### src/rtl/drs_pkg.sv
package drs_pkg;

  typedef enum logic [1:0] {
    SEQ_HELD  = 2'd0,
    SEQ_HOLD1 = 2'd1,
    SEQ_HOLD2 = 2'd2,
    SEQ_RUN   = 2'd3
  } seq_state_t;

  // True when one more tick completes a hold of 'limit' ticks.
  function automatic logic hold_reached(int unsigned count, int unsigned limit);
    return (count + 1) >= limit;
  endfunction

  // The first reset is released in the second hold and in run.
  function automatic logic rst1_released(seq_state_t s);
    return (s == SEQ_HOLD2) || (s == SEQ_RUN);
  endfunction

endpackage

### src/rtl/drs_sync.sv
module drs_sync #(
  parameter int unsigned STAGES = 2
) (
  input  logic clk,
  input  logic srst,
  input  logic d,
  output logic q
);
  logic [STAGES-1:0] chain;

  for (genvar g = 0; g < STAGES; g++) begin : g_stage
    if (g == 0) begin : g_first
      always_ff @(posedge clk) begin
        if (srst) chain[g] <= 1'b0;
        else      chain[g] <= d;
      end
    end else begin : g_next
      always_ff @(posedge clk) begin
        if (srst) chain[g] <= 1'b0;
        else      chain[g] <= chain[g-1];
      end
    end
  end

  assign q = chain[STAGES-1];
endmodule

### src/rtl/drs_hold_counter.sv
module drs_hold_counter #(
  parameter int unsigned LIMIT = 50
) (
  input  logic clk,
  input  logic srst,
  input  logic run,
  input  logic tick,
  output logic done
);
  localparam int unsigned CW = (LIMIT < 2) ? 1 : $clog2(LIMIT);

  logic [CW-1:0] cnt;

  assign done = run && tick && drs_pkg::hold_reached(32'(cnt), LIMIT);

  always_ff @(posedge clk) begin
    if (srst || !run)        cnt <= '0;
    else if (tick && !done)  cnt <= cnt + CW'(1);
  end
endmodule

### src/rtl/drs_ctrl.sv
module drs_ctrl
  import drs_pkg::*;
(
  input  logic       clk,
  input  logic       srst,
  input  logic       sup_ok,
  input  logic       expire,
  input  logic       done1,
  input  logic       done2,
  output seq_state_t state,
  output logic       rst1_n,
  output logic       rst2_n,
  output logic       restart
);
  seq_state_t nxt;

  always_comb begin
    nxt = state;
    if (!sup_ok) begin
      nxt = SEQ_HELD;
    end else begin
      unique case (state)
        SEQ_HELD:  nxt = SEQ_HOLD1;
        SEQ_HOLD1: if (done1) nxt = SEQ_HOLD2;
        SEQ_HOLD2: begin
          if (expire)     nxt = SEQ_HOLD1;
          else if (done2) nxt = SEQ_RUN;
        end
        SEQ_RUN:   if (expire) nxt = SEQ_HOLD1;
        default:   nxt = SEQ_HELD;
      endcase
    end
  end

  always_ff @(posedge clk) begin
    if (srst) begin
      state   <= SEQ_HELD;
      rst1_n  <= 1'b0;
      rst2_n  <= 1'b0;
      restart <= 1'b0;
    end else begin
      state   <= nxt;
      rst1_n  <= rst1_released(nxt);
      rst2_n  <= (nxt == SEQ_RUN);
      restart <= (state == SEQ_HOLD1) && (nxt == SEQ_HOLD2);
    end
  end
endmodule

### src/rtl/dual_rst_seq.sv
module dual_rst_seq #(
  parameter int unsigned HOLD1_TICKS  = 50,
  parameter int unsigned EXTRA2_TICKS = 10,
  parameter int unsigned SYNC_STAGES  = 2
) (
  input  logic clk,
  input  logic srst,
  input  logic supply_ok,
  input  logic wdt_expire,
  input  logic tick_ms,
  output logic rst1_n,
  output logic rst2_n,
  output logic wdt_restart
);
  import drs_pkg::*;

  logic       sup_synced;
  logic       hold1_done;
  logic       hold2_done;
  seq_state_t seq_state;

  drs_sync #(.STAGES(SYNC_STAGES)) u_sync (
    .clk (clk),
    .srst(srst),
    .d   (supply_ok),
    .q   (sup_synced)
  );

  drs_hold_counter #(.LIMIT(HOLD1_TICKS)) u_cnt1 (
    .clk (clk),
    .srst(srst),
    .run (seq_state == SEQ_HOLD1),
    .tick(tick_ms),
    .done(hold1_done)
  );

  drs_hold_counter #(.LIMIT(EXTRA2_TICKS)) u_cnt2 (
    .clk (clk),
    .srst(srst),
    .run (seq_state == SEQ_HOLD2),
    .tick(tick_ms),
    .done(hold2_done)
  );

  drs_ctrl u_ctrl (
    .clk    (clk),
    .srst   (srst),
    .sup_ok (sup_synced),
    .expire (wdt_expire),
    .done1  (hold1_done),
    .done2  (hold2_done),
    .state  (seq_state),
    .rst1_n (rst1_n),
    .rst2_n (rst2_n),
    .restart(wdt_restart)
  );
endmodule

### config.mk
export PLATFORM = sky130hd
export DESIGN_NAME = dual_rst_seq
export DESIGN_NICKNAME = d
export VERILOG_FILES = /design/src/rtl/drs_pkg.sv /design/src/rtl/drs_sync.sv /design/src/rtl/drs_hold_counter.sv /design/src/rtl/drs_ctrl.sv /design/src/rtl/dual_rst_seq.sv
export SDC_FILE = /design/constraint.sdc
export NUM_CORES = 1
export LEC_CHECK = 0
export ABC_AREA = 1
export BUFFER_PORTS_ARGS = -buffer_cell sky130_fd_sc_hd__buf_2
export CAP_MARGIN = 0
export CORE_UTILIZATION = 54
export CTS_BUF_LIST = sky130_fd_sc_hd__clkbuf_4
export CTS_CLUSTER_DIAMETER = 50
export CTS_CLUSTER_SIZE = 28
export DETAILED_ROUTE_END_ITERATION = 12
export PLACE_DENSITY = 0.76
export SLEW_MARGIN = 25
export SYNTH_ARGS = -nofsm -noshare
export SYNTH_HDL_FRONTEND = slang
export SYNTH_SLANG_ARGS = --single-unit
### constraint.sdc
create_clock -name clk -period 1.7 [get_ports clk]
set_input_delay 0.085 -clock clk [delete_from_list [all_inputs] [get_ports clk]]
set_output_delay 0.085 -clock clk [all_outputs]
set_load 0.05 [all_outputs]
==> Yosys cells after proc, flatten, opt, wreduce, memory -nomap -nowiden <==
Index checks and enable logic that the tools add are counted.
{ "totals": {"output_inout_bits": 3, "register_bits": 17} }
{ "op_classes": {"magnitude_cmp": 2, "eq_ne": 5, "reduce_logical": 15, "n_mux": 6, "addsub": 4} }
{ "ops": {"columns": ["operator", "count"], "rows": [
  ["$ge A32 B4 Y1 const B", 1],
  ["$ge A32 B6 Y1 const B", 1],
  ["$mux W2", 5],
  ["$eq A2 B2 Y1 const B", 4],
  ["$pmux W2 S4", 1],
  ["$add A6 B1 Y7 const B", 1],
  ["$logic_and A1 B1 Y1", 7],
  ["$add A6 B1 Y6 const B", 1],
  ["$add A4 B1 Y5 const B", 1],
  ["$add A4 B1 Y4 const B", 1],
  ["$logic_not A1 Y1", 4],
  ["$logic_or A1 B1 Y1", 3],
  ["$eq A2 B1 Y1 const B", 1],
  ["$logic_not A2 Y1", 1]
]} }

==> Depth between registers and ports, before layout <==
Gate-level depths: netlist of run 1.
{ "depth": {"ltp_word": 9, "mapped_depth": 12, "mapped_depth_nobuf": 12} }

==> By module <==
From an unflattened synthesis of run 1, not the netlist that was laid out.
{ "hier_totals": {"cells_unflattened": 153, "area_unflattened_um2": 989.7} }
{ "by_module_without_submodules": {"columns": ["module", "instances", "area_per_inst_um2", "cells_per_inst"], "rows": [
  ["drs_hold_counter (u_cnt1)", 1, 431.7, 72],
  ["drs_hold_counter (u_cnt2)", 1, 296.5, 48],
  ["drs_ctrl", 1, 191.4, 23],
  ["drs_sync", 1, 55.1, 6],
  ["dual_rst_seq", 1, 15.0, 4]
]} }

==> Least setup slack after synthesis of run 1 <==
OpenSTA, ideal clock, no wires.
{ "synth_timing": {"kind": "register -> register", "startpoint": "register u_cnt2.cnt[1]", "endpoint": "register u_cnt2.cnt[2]", "arrival_ps": 1461, "slack_ps": 123, "stages_incl_launch_ff": 11, "setup_ps": 116, "path_buffers": 0, "synth_period_minus_slack_ps": 1577, "path_cell_list": "dfxtp_1 -> inv_1 -> ha_1 -> inv_1 -> or2_1 -> o21ai_1 -> nand2_1 -> a21oi_2 -> inv_2 -> nor2_1 -> nor2_1"} }
{ "synth_via": {"elab_chain_len": 5, "elab_cells_between_ends": 6, "classes_between": "add/sub: 2; order compare: 1; reduce/logical: 3"} }
{ "synth_rtl": {"columns": ["item", "line_no", "text"], "rows": [
  ["from (decl)", "drs_hold_counter.sv:12", "logic [CW-1:0] cnt;"],
  ["from (signal assigned)", "drs_hold_counter.sv:18", "else if (tick && !done) cnt <= cnt + CW'(1);"],
  ["$add A4 B1 Y5", "drs_pkg.sv:12", "return (count + 1) >= limit;"],
  ["$ge A32 B4 Y1", "drs_pkg.sv:12", null],
  ["$logic_and A1 B1 Y1", "drs_hold_counter.sv:14", "assign done = run && tick && drs_pkg::hold_reached(32'(cnt), LIMIT);"],
  ["$logic_not A1 Y1", "drs_hold_counter.sv:18", null],
  ["$logic_and A1 B1 Y1", "drs_hold_counter.sv:18", null]
]} }
Several ways; a longest one is shown, not always the timed one.
A chain may end at the register's enable or synchronous reset.

==> Worst setup path in the final report of run 1 <==
Ends and elaborated chain as after synthesis.

==> PnR_summary.wiki, run 1 <==
{| class="wikitable"
! Metric !! Value
|-
| Synth top area cells || sky130_fd_sc_hd__dfxtp_1, sky130_fd_sc_hd__nand2_1, sky130_fd_sc_hd__inv_1
|-
| Time the final worst path needs with I/O delays and setup || roughly 1.7 ns
|-
| Dominant cell by count in the synthesized netlist || sky130_fd_sc_hd__nand2_1
|-
| Effective utilization at floorplan || 59.3%
|-
| Clock transition time at the flip-flop clock pins of the worst setup and hold paths || ~0.10 ns
|-
| Die extent in y || 43.2 um
|-
| Synthesized netlist net count || 141
|-
| Horiz. Die Dim || around 43 um
|-
| Post-synth ARST share || 0%
|-
| Clock network fraction of design power || between 30% and 40%
|-
| Relative contribution of combinational cells to total power || under 10%
|-
| EDFF count, synth || 0
|-
| Aggregate routed wire length || roughly 1800 um
|-
| RSZ-0062 raised after global routing || true
|-
| Antenna violations before repair || 0
|-
| Static leakage || ~0.00050 uW
|-
| Share of final-layout standard cells stronger than drive strength 1 || roughly 30%
|-
| Remaining DRCs || 0
|-
| Top flip-flop cell by instance count after synthesis || sky130_fd_sc_hd__dfxtp_1
|-
| Vias in the first global route || 733
|-
| Top cell type's share of synthesized area || 37.2%
|-
| Summed area of non-filler cells in the final layout || 1090 sq um
|-
| Number of antenna repair diodes || 0
|-
| Mapped cell area || between 900 and 1000 sq um
|-
| Residual overflow from global routing || 0
|-
| #FFs+latches synth || 17
|-
| Placed standard-cell area || approximately 970 sq um
|-
| Element type at the critical path start || flip-flop
|-
| Critical Path Fanout Max || 5
|-
| Library cell occupying the most area in the post-synthesis netlist || sky130_fd_sc_hd__dfxtp_1
|-
| Worst IR drop on VDD || slightly below 0.7 mV
|-
| Post-synthesis area per instance || ~6.9 sq um
|-
| Power density normalized to cell area || a little under 600 nW/um^2
|-
| Detailed Place HPWL || about 1300 um
|-
| Critical path data required time || 1.90 ns
|-
| Aggregate global-route resource usage || a little over a fifth
|-
| Clock latency reported for the late side of the worst-skew pair || 0.29 ns
|-
| Iteration count of the initial detailed-routing pass || 4
|-
| Least-Margin Pin Slew || 0.281 ns
|-
| Post-place setup slack || roughly 0.035 ns
|-
| Switching power total || 151 uW
|-
| Seq/Total Area, Yosys || 37.2%
|-
| Crit Path Class || flip-flop to flip-flop
|-
| Standard-cell row count || 14
|-
| Count of cell types in the netlist || 23
|-
| Number of max-slew violations in the final report || 0
|-
| Top-Level Pins || 8
|-
| Net count, final || 158
|-
| Number of buffers inserted during clock tree synthesis || 3
|-
| Most frequent cells after synthesis || sky130_fd_sc_hd__nand2_1, sky130_fd_sc_hd__inv_1, sky130_fd_sc_hd__dfxtp_1
|-
| Area of all sequential standard cells || 350 sq um
|-
| Relative contribution of sequential cells to total power || just over 60%
|-
| Number of synthesis warnings || 0
|-
| Wire length of the first global-routing pass || between 2000 and 3000 um
|-
| Worst path arrival time || roughly 1.9 ns
|-
| Placeable core area || ~1500 sq um
|-
| Endpoints failing setup || 0
|-
| Run status || completed
|-
| Multi-input logic area || between 500 and 600 sq um
|-
| Avg Vias per Cell || between 5 and 6
|-
| Max Cap Viol || 0
|-
| DRT iter0 DRCs || 13
|-
| Number of endpoints with negative hold slack in the final report || 0
|-
| Floorplan die area || roughly 1900 sq um
|-
| Max clock buf depth || 2
|-
| RD Place Congestion || about 0.84
|-
| Number of nets with antenna violations after detailed routing || 0
|-
| Worst setup skew after layout || ~0.0032 ns
|-
| Number of instances in the synthesized netlist || 132
|-
| Layout overhead on the synthesized area || 19.6%
|-
| Buffers added on ports || 7
|-
| Headroom to the max-slew limit || 81.3%
|-
| Proportion of total power due to net switching || roughly a quarter
|-
| Internal power component || 498 uW
|-
| Total via count after detailed routing || around 840
|-
| Final critical-path share of the clock period || between 90% and 100%
|-
| Hold crit path type || input port to flip-flop
|-
| Drt wl/cell || 11.1 um
|-
| Number of inserted filler cells in the final layout || roughly 130
|-
| Final setup slack of the worst path || roughly 0.050 ns
|-
| Pin count of the biggest net entering global routing || 11
|-
| Clock tree from TritonCTS || built
|-
| Maximum frequency from static timing analysis || between 600 and 700 MHz
|-
| Root cell of the clock tree || sky130_fd_sc_hd__clkbuf_4
|-
| Maximum level of the CTS H-tree || 1
|-
| CP endpoint kind || flip-flop
|-
| Num Clock Sinks || 17
|}
## power groups by stage
stage	Sequential, uW	Clock, uW	Combinational (uW)
final	400	215	33.7
after global routing	400	234	37.4
after CTS	403	217	31.6
after detailed placement	412	0	29.7
after global placement	412	0	28.5
after floorplan	412	0	19.9
## per-stage QoR
stage | instances | TNS (ns) | util [%] | total power, uW | hold slack (ns)
6_report | 164 | 0 | 70.9 | 649 | 0.0296
5_1_grt | 164 | -0.193 | 70.9 | 672 | 0.0208
4_1_cts | 160 | 0 | 65.1 | 651 | 0.0184
3_5_place_dp | 155 | 0 | 62.7 | 442 | 0.302
3_3_place_gp | 155 | 0 | 62.7 | 441 | 0.289
2_1_floorplan | 132 | 0 | - | 432 | 0.156
## worst max-delay path, stage by stage, from the launching register on
cell and delay (ns):
sky130_fd_sc_hd__dfxtp_2 0.35, sky130_fd_sc_hd__inv_2 0.04, sky130_fd_sc_hd__ha_4 0.25, sky130_fd_sc_hd__inv_2 0.03
sky130_fd_sc_hd__or2_1 0.22, sky130_fd_sc_hd__o21ai_2 0.13, sky130_fd_sc_hd__nand2_2 0.10, sky130_fd_sc_hd__a21oi_4 0.20
sky130_fd_sc_hd__inv_2 0.08, sky130_fd_sc_hd__nor2_2 0.10, sky130_fd_sc_hd__nor2_1 0.04
## flip-flops by register name, summed over array words and instances (netlist names)
name / cells
u_cnt1.cnt: 6
u_cnt2.cnt: 4
u_ctrl.state: 2
u_ctrl.restart: 1
u_ctrl.rst1_n: 1
u_ctrl.rst2_n: 1
u_sync.chain: 1
u_sync.q: 1
## layout make-up
class / count / share of cell area, %
sequential: 17 / 32.0
multi-input combinational: 90 / 47.8
clock inverter: 1 / 0.458
clock buffer: 3 / 2.06
tap: 16 / 1.83
timing repair buffer: 13 / 7.55
inverter: 24 / 8.24
## final timing paths
kind / start / cells past startpoint / end / slack, ns
setup / recovery: u_cnt2.cnt[1] / 10 / u_cnt2.cnt[2] / 0.05
hold / removal: srst / 2 / u_sync.q / 0.03
setup reg to reg: u_cnt2.cnt[1] / 10 / u_cnt2.cnt[2] / 0.05
hold reg to reg: u_sync.chain[0] / 2 / u_sync.q / 0.42
## layout by cell type, fill, tap and decap left out, drive strengths merged
cell / synthesis / routed
inv: 23 / 23
buf: 2 / 12
nand2: 34 / 35
dlygate4sd3: 0 / 1
clkbuf: 0 / 3
nor3: 1 / 1
o21ai: 5 / 5
nand3: 13 / 13
ha: 4 / 4
clkinv: 1 / 2
dfxtp: 17 / 17
xor2: 1 / 1
a21oi: 8 / 8
nor2: 17 / 17
or2: 2 / 2
nand4: 4 / 4
## per-layer routing
| layer | vias to the layer above | track usage (%) | routed length [um] |
|---|---|---|---|
| met5 | - | 0 | 0 |
| met4 | 0 | 5.45 | 27 |
| met3 | 4 | 6.38 | 58 |
| met2 | 16 | 34.6 | 951 |
| met1 | 378 | 26.7 | 790 |
| li1 | 444 | - | - |
## what timing repair did
item / CTS / global route
endpoints found under the hold margin: 1 / 0
resized for setup: 0 / 17
hold buffers: 1 / 0
setup endpoints to repair: 0 / 15
setup buffers: 0 / 3
## cells by family after synthesis
kind of cell / count (synthesis) / synth area share [%]
and+or+nand+nor: 71 / 36.5
buffers and inverters: 26 / 11.9
DFF: 17 / 37.2
AOI/OAI and AO/OA: 13 / 7.93
adders and majority gates: 4 / 5.47
xor gates and xnor gates: 1 / 0.958
Note: power is estimated with default switching activity, not from simulation.
==> inputs of run 2 (changes only) <==
Settings changed: CORE_ASPECT_RATIO set to 0.9, CORE_UTILIZATION 54 to 35, CTS_CLUSTER_DIAMETER 50 to 30, PLACE_DENSITY 0.76 to unset.
==> run 2 against run 1 <==
Net effect:
- hold slack improved by 0.078 ns
- non-clock buffer count rose by 1
- fmax fell by 0.25%
- critical path type unchanged
==> PnR_summary.wiki, run 2 (synthesis gave the netlist of run 1 again) <==
{| class="wikitable"
! Metric !! Value
|-
| Vias in the first global route || between 700 and 800
|-
| Relative contribution of combinational cells to total power || approximately 5.4%
|-
| Clock transition time at the flip-flop clock pins of the worst setup and hold paths || about 0.10 ns
|-
| Critical-path cell with the highest stage delay || sky130_fd_sc_hd__dfxtp_2
|-
| Area of all sequential standard cells || 350 sq um
|-
| Iteration count of the initial detailed-routing pass || 4
|-
| Least-Margin Pin Slew || around 0.29 ns
|-
| Number of antenna repair diodes || 0
|-
| Endpoints failing setup || 0
|-
| Most frequent cell on the critical path || sky130_fd_sc_hd__inv_2
|-
| Number of nets with antenna violations after detailed routing || 0
|-
| RD Place Congestion || 0.902
|-
| Number of inserted filler cells in the final layout || about 250
|-
| Crit Path Class || flip-flop to flip-flop
|-
| Standard-cell row count || 17
|-
| Clock tree from TritonCTS || built
|-
| Max clock buf depth || 2
|-
| Final instance count without filler cells || 177
|-
| Number of endpoints with negative hold slack in the final report || 0
|-
| Commonest non-fill, non-tap cells in the layout || sky130_fd_sc_hd__nand2_1, sky130_fd_sc_hd__inv_1, sky130_fd_sc_hd__nor2_1
|-
| Number of max-slew violations in the final report || 0
|-
| Wire length of the first global-routing pass || ~3000 um
|-
| DRT iter0 DRCs || 12
|-
| Relative contribution of sequential cells to total power || 60.3%
|-
| Cell Chain, Critical Path || inv_2 -> ha_4 -> inv_2 -> or2_1 -> o21ai_1 -> nand2_1 -> a21oi_4 -> inv_2 -> nor2_1 -> nor2_1
|-
| Maximum level of the CTS H-tree || 1
|-
| Total via count after detailed routing || a little over 800
|-
| Residual overflow from global routing || 0
|-
| Floorplan die area || 2820 sq um
|-
| Hold Path End || u_ctrl.state[1]
|-
| Final design utilization || roughly 45%
|-
| Element type at the critical path start || flip-flop
|-
| Worst IR drop on VDD || slightly below 0.7 mV
|-
| Number of placed instances, taps included || 168
|-
| Setup TNS Final || 0 ns
|-
| Detailed Place HPWL || ~1300 um
|-
| Startpoint of the most critical register-to-register path || u_cnt2.cnt[1]
|-
| Remaining DRCs || 0
|-
| Power density normalized to cell area || between 600 and 700 nW/um^2
|-
| Max Cap Viol || 0
|-
| Worst path arrival time || 1.85 ns
|-
| Clock network fraction of design power || roughly 34%
|-
| Family with the most delay on the worst path || simple AND/OR/NAND/NOR gates
|-
| Hold wc startpoint || wdt_expire
|-
| Antenna violations before repair || 0
|-
| Static leakage || just over 0.0005 uW
|-
| Total number of cells along the worst setup path || 10
|-
| CP bufs+invs || 3
|-
| Avg Vias per Cell || 4.62
|-
| Num Clock Sinks || 17
|-
| Placeable core area || between 2000 and 2500 sq um
|-
| Drt wl/cell || roughly 10 um
|-
| Headroom to the max-slew limit || between 80% and 90%
|-
| Internal power component || between 500 and 600 uW
|-
| Register-to-register setup slack || approximately 0.046 ns
|-
| Switching power total || around 160 uW
|-
| Layout overhead on the synthesized area || 20.8%
|-
| Most common library cell in the layout ignoring fill and taps || sky130_fd_sc_hd__nand2_1
|-
| End of the worst register-to-register path || u_cnt2.cnt[1]
|-
| Net count, final || ~160
|-
| Final critical-path share of the clock period || a little over nine tenths
|-
| CP endpoint kind || flip-flop
|-
| Die extent in y || 50.5 um
|-
| Proportion of total power due to net switching || around a quarter
|-
| Buffers added on ports || 7
|-
| Critical path data required time || ~1.9 ns
|-
| Aggregate routed wire length || between 1500 and 2000 um
|-
| Number of cells on the worst hold path || 4
|-
| Top flop regs || u_cnt1.cnt x6, u_cnt2.cnt x4, u_ctrl.state x2
|-
| Critical Path Fanout Max || 5
|-
| Worst setup skew after layout || 0.00232 ns
|-
| Root cell of the clock tree || sky130_fd_sc_hd__clkbuf_4
|-
| Maximum frequency from static timing analysis || between 600 and 700 MHz
|-
| Pin count of the biggest net entering global routing || 11
|-
| Share of final-layout standard cells stronger than drive strength 1 || approximately a quarter
|-
| Top-Level Pins || 8
|-
| R2R cell count || 10
|-
| Number of buffers inserted during clock tree synthesis || 3
|-
| Horiz. Die Dim || around 56 um
|-
| Max reg flops || 6
|-
| Largest stage delay on the critical path || about 0.35 ns
|-
| Run status || completed
|-
| Aggregate global-route resource usage || approximately 13%
|-
| Clock latency reported for the late side of the worst-skew pair || about 0.30 ns
|-
| Hold crit path type || input port to flip-flop
|-
| Register with the most flip-flops || u_cnt1.cnt
|-
| Effective utilization at floorplan || ~37%
|-
| Multi-input logic area || roughly 510 sq um
|-
| Time the final worst path needs with I/O delays and setup || between 1.5 and 2 ns
|-
| RSZ-0062 raised after global routing || true
|}
-- run 2: how the worst max path moves through the flow --
stage,start,endpoint
detailed placement,u_cnt2.cnt[0],u_cnt2.cnt[1]
global placement,u_cnt2.cnt[0],u_cnt2.cnt[1]
CTS,u_cnt2.cnt[1],u_cnt2.cnt[1]
floorplan,u_cnt2.cnt[1],u_cnt2.cnt[2]
global route,u_cnt2.cnt[1],u_cnt2.cnt[0]
finish,u_cnt2.cnt[1],u_cnt2.cnt[1]
-- run 2: routing by layer --
| metal | vias up | global-route usage, % | wire length, um |
|---|---|---|---|
| li1 | 447 | - | - |
| met1 | 360 | 16.9 | 893 |
| met2 | 8 | 22.3 | 887 |
| met3 | 2 | 2.32 | 28 |
| met4 | 0 | 6.91 | 33 |
| met5 | - | 0 | 0 |
-- run 2: cell type report --
cell class,instances,area share (%)
multi-input combinational,90,45.9
sequential,17,31.7
timing repair buffer,14,8.61
inverter,24,8.15
tap,28,3.17
clock buffer,3,2.04
clock inverter,1,0.453
-- run 2: tightest hold or removal path, stage by stage --
cell and delay [ns]:
sky130_fd_sc_hd__buf_2 0.11, sky130_fd_sc_hd__o21ai_2 0.07, sky130_fd_sc_hd__nand2_2 0.08, sky130_fd_sc_hd__nor2_1 0.04
-- run 2: metrics by stage --
| stage | setup slack, ns | hold slack [ns] | total power, uW | area [sq um] |
|---|---|---|---|---|
| 6_report | 0.0456 | 0.108 | 664 | 1100 |
| 5_1_grt | -0.0464 | 0.134 | 687 | 1100 |
| 4_1_cts | 0.00435 | 0.0935 | 676 | 1050 |
| 3_5_place_dp | 0.00792 | 0.293 | 441 | 988 |
| 3_3_place_gp | 0.104 | 0.290 | 441 | 988 |
| 2_1_floorplan | 0.123 | 0.156 | 432 | 915 |
-- run 2: power by group through the flow --
| stage | clock network [uW] | registers (uW) | logic [uW] |
|---|---|---|---|
| 2_1_floorplan | 0 | 412 | 19.9 |
| 3_3_place_gp | 0 | 412 | 28.8 |
| 3_5_place_dp | 0 | 412 | 29.0 |
| 4_1_cts | 239 | 403 | 34.3 |
| 5_1_grt | 246 | 400 | 40.9 |
| 6_report | 228 | 400 | 36.0 |
-- run 2: what timing repair did --
item	in CTS	in global routing
endpoints found under the hold margin	4	0
gates resized for setup	1	12
hold buffers	3	0
gates cloned	0	1
setup buffers	0	1
pin swaps	1	8
endpoints found under the setup margin	3	15
